<file path="src/rtl/gpt_pkg.sv">
package gpt_pkg;
  localparam logic [1:0] ADDR_CTRL   = 2'd0;
  localparam logic [1:0] ADDR_COUNT  = 2'd1;
  localparam logic [1:0] ADDR_PERIOD = 2'd2;
  localparam logic [1:0] ADDR_FLAG   = 2'd3;

  typedef struct packed {
    logic       irqEn;     // bit 7
    logic       idleStop;  // bit 6
    logic [1:0] presSel;   // bits 5:4
    logic       gateEn;    // bit 3
    logic       syncExt;   // bit 2
    logic       extSel;    // bit 1
    logic       enable;    // bit 0
  } ctrl_t;

  typedef struct packed {
    logic countInc;
    logic gateFall;
  } strobe_t;
endpackage

</file>
<file path="src/rtl/gpt_ctrl.sv">
module gpt_ctrl
  import gpt_pkg::*;
#(
  parameter int PRES_W      = 8,
  parameter int SYNC_STAGES = 2
) (
  input  logic    clk,
  input  logic    rstN,
  input  ctrl_t   ctrl,
  input  logic    presClr,
  input  logic    tickIn,
  input  logic    extIn,
  input  logic    idleIn,
  input  logic    sleepIn,
  output strobe_t strobe
);
  function automatic logic [PRES_W-1:0] presLimit(input logic [1:0] sel);
    int ratioLog;
    ratioLog = (sel == 2'd3) ? 8 : 3 * int'(sel);
    return PRES_W'((1 << ratioLog) - 1);
  endfunction

  logic [SYNC_STAGES-1:0] syncChain;
  logic                   extLevel, extPrev, extRise, extFall;
  logic                   gatedMode, sleepOk, runOk, srcTick, preWrap;
  logic [PRES_W-1:0]      preCnt, preLimit;

  generate
    if (SYNC_STAGES > 1) begin : g_chain
      always_ff @(posedge clk) begin
        if (!rstN) syncChain <= '0;
        else       syncChain <= {syncChain[SYNC_STAGES-2:0], extIn};
      end
    end else begin : g_single
      always_ff @(posedge clk) begin
        if (!rstN) syncChain <= '0;
        else       syncChain <= extIn;
      end
    end
  endgenerate

  assign extLevel = ctrl.syncExt ? syncChain[SYNC_STAGES-1] : extIn;

  always_ff @(posedge clk) begin
    if (!rstN) extPrev <= 1'b0;
    else       extPrev <= extLevel;
  end

  assign extRise   = extLevel & ~extPrev;
  assign extFall   = ~extLevel & extPrev;
  assign gatedMode = ctrl.gateEn & ~ctrl.extSel;
  assign sleepOk   = ctrl.extSel & ~ctrl.syncExt;
  assign runOk     = ctrl.enable & ~(idleIn & ctrl.idleStop) & ~(sleepIn & ~sleepOk);
  assign srcTick   = ctrl.extSel ? extRise : (tickIn & (~gatedMode | extLevel));
  assign preLimit  = presLimit(ctrl.presSel);
  assign preWrap   = (preCnt >= preLimit);

  always_ff @(posedge clk) begin
    if (!rstN)                preCnt <= '0;
    else if (presClr)         preCnt <= '0;
    else if (runOk && srcTick) preCnt <= preWrap ? '0 : preCnt + 1'b1;
  end

  assign strobe.countInc = runOk & srcTick & preWrap & ~presClr;
  assign strobe.gateFall = runOk & gatedMode & extFall;

  // a clear request leaves the prescaler at zero
  a_r4_pres_cleared: assert property (@(posedge clk) disable iff (!rstN)
    presClr |=> preCnt == '0);
  // idle with stop-in-idle freezes the prescaler
  a_r8_idle_freeze: assert property (@(posedge clk) disable iff (!rstN)
    (idleIn && ctrl.idleStop && !presClr) |=> $stable(preCnt));
  // sleep without an asynchronous external source freezes the prescaler
  a_r9_sleep_freeze: assert property (@(posedge clk) disable iff (!rstN)
    (sleepIn && !(ctrl.extSel && !ctrl.syncExt) && !presClr) |=> $stable(preCnt));
  // a gated increment needs the gate level high
  a_r6_gate_high: assert property (@(posedge clk) disable iff (!rstN)
    (strobe.countInc && gatedMode) |-> extLevel);
endmodule

</file>
<file path="src/rtl/gpt_datapath.sv">
module gpt_datapath
  import gpt_pkg::*;
#(
  parameter int CNT_W = 16
) (
  input  logic             clk,
  input  logic             rstN,
  input  logic             busWrEn,
  input  logic [1:0]       busAddr,
  input  logic [CNT_W-1:0] busWrData,
  output logic [CNT_W-1:0] busRdData,
  input  strobe_t          strobe,
  output ctrl_t            ctrl,
  output logic             presClr,
  output logic             irqOut
);
  localparam int CTRL_W = $bits(ctrl_t);

  ctrl_t            ctrlReg, ctrlNext;
  logic [CNT_W-1:0] count, period;
  logic             flag, flagSet, flagClr, match, gatedMode;
  logic             wrCtrl, wrCount, wrPeriod, wrFlag;

  assign wrCtrl    = busWrEn && busAddr == ADDR_CTRL;
  assign wrCount   = busWrEn && busAddr == ADDR_COUNT;
  assign wrPeriod  = busWrEn && busAddr == ADDR_PERIOD;
  assign wrFlag    = busWrEn && busAddr == ADDR_FLAG;
  assign ctrlNext  = ctrl_t'(busWrData[CTRL_W-1:0]);
  assign match     = (count == period);
  assign gatedMode = ctrlReg.gateEn & ~ctrlReg.extSel;
  assign presClr   = wrCount | (wrCtrl & ctrlReg.enable & ~ctrlNext.enable);
  assign flagSet   = (strobe.countInc & ~wrCount & match & ~gatedMode) | strobe.gateFall;
  assign flagClr   = wrFlag & busWrData[0];

  always_ff @(posedge clk) begin
    if (!rstN) begin
      ctrlReg <= '0;
      period  <= '1;
      count   <= '0;
      flag    <= 1'b0;
    end else begin
      if (wrCtrl)   ctrlReg <= ctrlNext;
      if (wrPeriod) period  <= busWrData;
      if (wrCount)              count <= busWrData;
      else if (strobe.countInc) count <= match ? '0 : count + 1'b1;
      flag <= flagSet | (flag & ~flagClr);
    end
  end

  always_comb begin
    case (busAddr)
      ADDR_CTRL:   busRdData = {{(CNT_W-CTRL_W){1'b0}}, ctrlReg};
      ADDR_COUNT:  busRdData = count;
      ADDR_PERIOD: busRdData = period;
      default:     busRdData = {{(CNT_W-1){1'b0}}, flag};
    endcase
  end

  assign ctrl   = ctrlReg;
  assign irqOut = flag & ctrlReg.irqEn;

  // an increment at the period value reloads zero
  a_r2_match_reload: assert property (@(posedge clk) disable iff (!rstN)
    (strobe.countInc && !wrCount && match) |=> count == '0);
  // a control write alone keeps the count
  a_r5_ctrl_keeps_count: assert property (@(posedge clk) disable iff (!rstN)
    (wrCtrl && !strobe.countInc) |=> $stable(count));
  // a count write loads exactly the written data
  a_r5_count_load: assert property (@(posedge clk) disable iff (!rstN)
    wrCount |=> count == $past(busWrData));
  // a gate falling edge leaves the flag set
  a_r7_gate_fall_flag: assert property (@(posedge clk) disable iff (!rstN)
    strobe.gateFall |=> flag);
  // a clear write without a set drops the flag
  a_r11_w1c: assert property (@(posedge clk) disable iff (!rstN)
    (flagClr && !strobe.countInc && !strobe.gateFall) |=> !flag);
endmodule

</file>
<file path="src/rtl/gated_period_timer.sv">
module gated_period_timer
  import gpt_pkg::*;
#(
  parameter int CNT_W       = 16,
  parameter int PRES_W      = 8,
  parameter int SYNC_STAGES = 2
) (
  input  logic             clk,
  input  logic             rstN,
  input  logic             busWrEn,
  input  logic [1:0]       busAddr,
  input  logic [CNT_W-1:0] busWrData,
  output logic [CNT_W-1:0] busRdData,
  input  logic             tickIn,
  input  logic             extIn,
  input  logic             idleIn,
  input  logic             sleepIn,
  output logic             irqOut
);
  ctrl_t   ctrl;
  strobe_t strobe;
  logic    presClr;

  gpt_ctrl #(.PRES_W(PRES_W), .SYNC_STAGES(SYNC_STAGES)) u_ctrl (
    .clk(clk), .rstN(rstN), .ctrl(ctrl), .presClr(presClr),
    .tickIn(tickIn), .extIn(extIn), .idleIn(idleIn), .sleepIn(sleepIn),
    .strobe(strobe)
  );

  gpt_datapath #(.CNT_W(CNT_W)) u_dp (
    .clk(clk), .rstN(rstN), .busWrEn(busWrEn), .busAddr(busAddr),
    .busWrData(busWrData), .busRdData(busRdData), .strobe(strobe),
    .ctrl(ctrl), .presClr(presClr), .irqOut(irqOut)
  );
endmodule

</file>
<file path="config.mk">
export PLATFORM = sky130hd
export DESIGN_NAME = gated_period_timer
export DESIGN_NICKNAME = d
export VERILOG_FILES = /design/src/rtl/gpt_pkg.sv /design/src/rtl/gpt_ctrl.sv /design/src/rtl/gpt_datapath.sv /design/src/rtl/gated_period_timer.sv
export SDC_FILE = /design/constraint.sdc
export NUM_CORES = 1
export LEC_CHECK = 0
export ABC_CLOCK_PERIOD_IN_PS = 3850
export BUFFER_PORTS_ARGS = -buffer_cell sky130_fd_sc_hd__buf_2
export CORE_MARGIN = 2
export CORE_UTILIZATION = 35
export DETAILED_ROUTE_END_ITERATION = 16
export PLACE_DENSITY = 0.57
export SLEW_MARGIN = 20
export SYNTH_ARGS = -nofsm -noshare
export SYNTH_HDL_FRONTEND = slang
export SYNTH_SLANG_ARGS = --single-unit
export TNS_END_PERCENT = 100
</file>
<file path="constraint.sdc">
create_clock -name clk -period 3.85 [get_ports clk]
set_input_delay 0.77 -clock clk [delete_from_list [all_inputs] [get_ports clk]]
set_output_delay 0.77 -clock clk [all_outputs]
set_load 0.02 [all_outputs]
</file>
==> impl_results.md <==
* Outcome: completed
* GP Congestion at 0.8925
* Final #Nets at 471
* Crit path DAT at 3.57 ns
* FILL cells at 920
* Sequential cell area fraction in the yosys report at 0.3285
* FF-to-FF Start: u_dp.ctrl[5]
* Measured slew at the worst slew-check pin at 0.7679 ns
* Later-pin clock latency in the skew report at 0.32 ns
* Final ANT Viol Nets at 0
* Mapped Nets at 441
* Multi-input logic area at 0.001978 sq mm
* Vias/cell at 5.451
* Hold Buf Count CTS at 0
* Maximum fanout along the worst path at 15
* Routed length per placed instance at 16.77 microns
* Antenna diode count at 0
* FF-to-FF setup slack at 0.53 ns
* Int Power at 758.1 uW
* Final-report hold violation count at 0
* Chip width at 99.16 microns
* Worst setup startpoint: u_dp.ctrl[5]
* Total number of vias at 2,938
* Relative slew slack at 0.4870
* Avg Cell Area, Syn at 7.923 sq um
* FFs w/ async S/R, synth at 0
* PostCTS Resize Cnt at 0
* Initial antenna violation count at 0
* Most frequent cells in the layout: nand2_1, dfxtp_1, buf_2, nand3_1, nor2_1
* Top cells by area, synth: dfxtp_1, nand2_1, xor2_1
* Setup Skew at 0.01828 ns
* Remaining Overflow, GRT at 0
* Pre-CTS WS at 0.5839 ns
* Most common cell after layout, fill and taps aside: nand2_1
* Mapped Area at 0.003169 sq mm
* Distinct cells, synth at 47
* Routed WL at 9039 microns
* Multiplexer share of the synthesized area at 0.05251
* Clock-pin slew on the worst setup and hold paths at 0.11 ns
* Sw Ratio at 0.3076
* Fmax at 0.3014 GHz
* CP endpoint: u_dp.count[15]
* Root Driver: clkbuf_8
* Power share of the clock group at 0.298
* GRT Total Usage at 0.1898
* Unrepaired setup endpoints after global routing: no
* Placement Rows at 34
* Slew Viols, Final at 0
* Critical Path Source Type: flop
* DIE AREA at 0.009833 sq mm
* Synth Area in XOR/XNOR at 0.06909
* Fraction of the mapped netlist area in adder cells at 0.06317
* Syn Inst Count at 400
* Initial core utilization at 0.3617
* R2R depth at 12
* Minimum clock period at 3.318 ns
* Post-route cell area at 0.003541 sq mm
* Simple-Gate Fraction of Synth Area at 0.2925
* Largest family of logic cells by synthesized area: simple AND/OR/NAND/NOR gates
* Final setup violation count at 0
* DR iter-0 viols at 177
* Final worst-path cycle share at 0.8618
* PwrDens at 309.2 mW/mm^2
* CTS buffer count at 5
* Worst EP required at 4.10 ns
* I/O Pins at 42
* Hold crit path type: flop to flop
* # Post-CTS Setup Buffers at 0
* Final core utilization at 0.4041
* Router iterations before antenna repair at 4
* Leakage at 1.525 nW
* First-pass GRT wire length at 14,940 microns
* Max cap viols at 0
* Post-route setup slack at 0.5321 ns
* Vias in the first global route at 2,962
* Yosys top cell by area: dfxtp_1
* Detailed placement HPWL at 6438 microns
* FF/Latch Area at 0.001041 sq mm
* Overall power at 1.095 mW
* Post-synth EDFFs at 0
* Crit end category: flop
* Setup_tns at 0 ns
* CORE AREA at 0.008763 sq mm
* Logic pwr share at 0.165
* Flops & latches, synth at 52
* Cell Area, Placed at 0.003453 sq mm
* Synth top area share at 0.3285
* Flop pwr share at 0.536
* Synth Area in Compound Gates at 0.1469
* CTS tree: yes
* P&R area growth vs syn at 11.73%
* Largest net degree at the start of global routing at 35
* Layout cells sized above 1 at 0.1392
* IO buf count at 41
* CTS Sinks at 52
* Clock Path Buffers at 2
* Ys flop type: dfxtp_1
* Maximum vdd drop at 0.1470 mV
* Syn. warnings at 0
* WS Path Type: flop to flop
* Die H at 99.16 microns
* Endpoint of the worst register-to-register path: u_dp.count[15]
* P_sw at 336.7 uW
* CTS H-tree depth at 2
* Residual DRC at 0
## how the worst min path moves through the flow
stage / to / start / slack (ns) / cells after the start
after global placement: u_ctrl.syncChain[1] / u_ctrl.syncChain[0] / 0.42 / 1
final: u_ctrl.syncChain[1] / u_ctrl.syncChain[0] / 0.46 / 1
after floorplan: u_ctrl.syncChain[1] / u_ctrl.syncChain[0] / 0.41 / 1
after CTS: u_ctrl.syncChain[1] / u_ctrl.syncChain[0] / 0.47 / 1
after detailed placement: u_ctrl.syncChain[1] / u_ctrl.syncChain[0] / 0.43 / 1
after global routing: u_ctrl.syncChain[1] / u_ctrl.syncChain[0] / 0.48 / 1
## per-layer routing
layer / GRT usage / routed length [microns]
met2: 0.3144 / 4236
met1: 0.2573 / 4181
met5: 0 / 0
met3: 0.03022 / 516
met4: 0.05269 / 104
## critical path: stages (launching register included)
cell	delay (ns)
dfxtp_1	0.47
inv_1	0.14
ha_1	0.29
nand2b_1	0.17
o21ai_0	0.14
o21ai_0	0.11
ha_1	0.27
and3_1	0.17
nand3_1	0.09
o21a_1	0.24
or2_1	0.44
or4_1	0.56
a31oi_1	0.16
## flip-flops by register name, summed over array words and instances, names as in the netlist
signal            cells
u_ctrl.syncChain      2
u_ctrl.extPrev        1
u_dp.period          16
u_dp.flag             1
u_dp.count           16
u_ctrl.preCnt         8
u_dp.ctrl             8
## power groups by stage
stage	clock network (mW)	registers, mW	logic (mW)
floorplan	0	0.587	0.127
global placement	0	0.598	0.179
detailed placement	0	0.600	0.181
CTS	0.335	0.587	0.182
global route	0.357	0.591	0.201
finish	0.326	0.587	0.181
## per-stage QoR
| step | instances | hold slack [ns] |
|---|---|---|
| floorplan | 400 | 0.4119 |
| global placement | 531 | 0.4200 |
| detailed placement | 531 | 0.4341 |
| CTS | 539 | 0.4661 |
| global route | 539 | 0.4783 |
| finish | 539 | 0.4603 |
## logic make-up (layout without fill, tap and decap cells)
| group | Yosys count | count (layout) |
|---|---|---|
| simple gates | 188 | 188 |
| compound gates | 67 | 67 |
| flops | 52 | 52 |
| buf+inv | 37 | 68 |
| xor+xnor | 25 | 25 |
| fa+ha+maj | 16 | 16 |
| mux | 15 | 15 |
## synthesized netlist by cell type (all sizes together) (6+ instances only)
master	count
clkbuf	18
and2	8
a21oi	9
inv	13
dfxtp	52
xor2	23
o21ai	20
nand4	10
mux2i	14
nand2	64
and3	9
nor4	10
nor2b	7
nand3	35
a22o	8
buf	6
ha	16
nor2	28
## final cells by class
cell class / count / area share
Inverter: 13 / 0.01378
Clock buffer: 5 / 0.01943
Multi-Input combinational cell: 311 / 0.5587
Timing Repair Buffer: 47 / 0.07067
Tap cell: 108 / 0.03816
Clock inverter: 3 / 0.005300
Sequential cell: 52 / 0.2940
(Power assumes the default switching activity.)
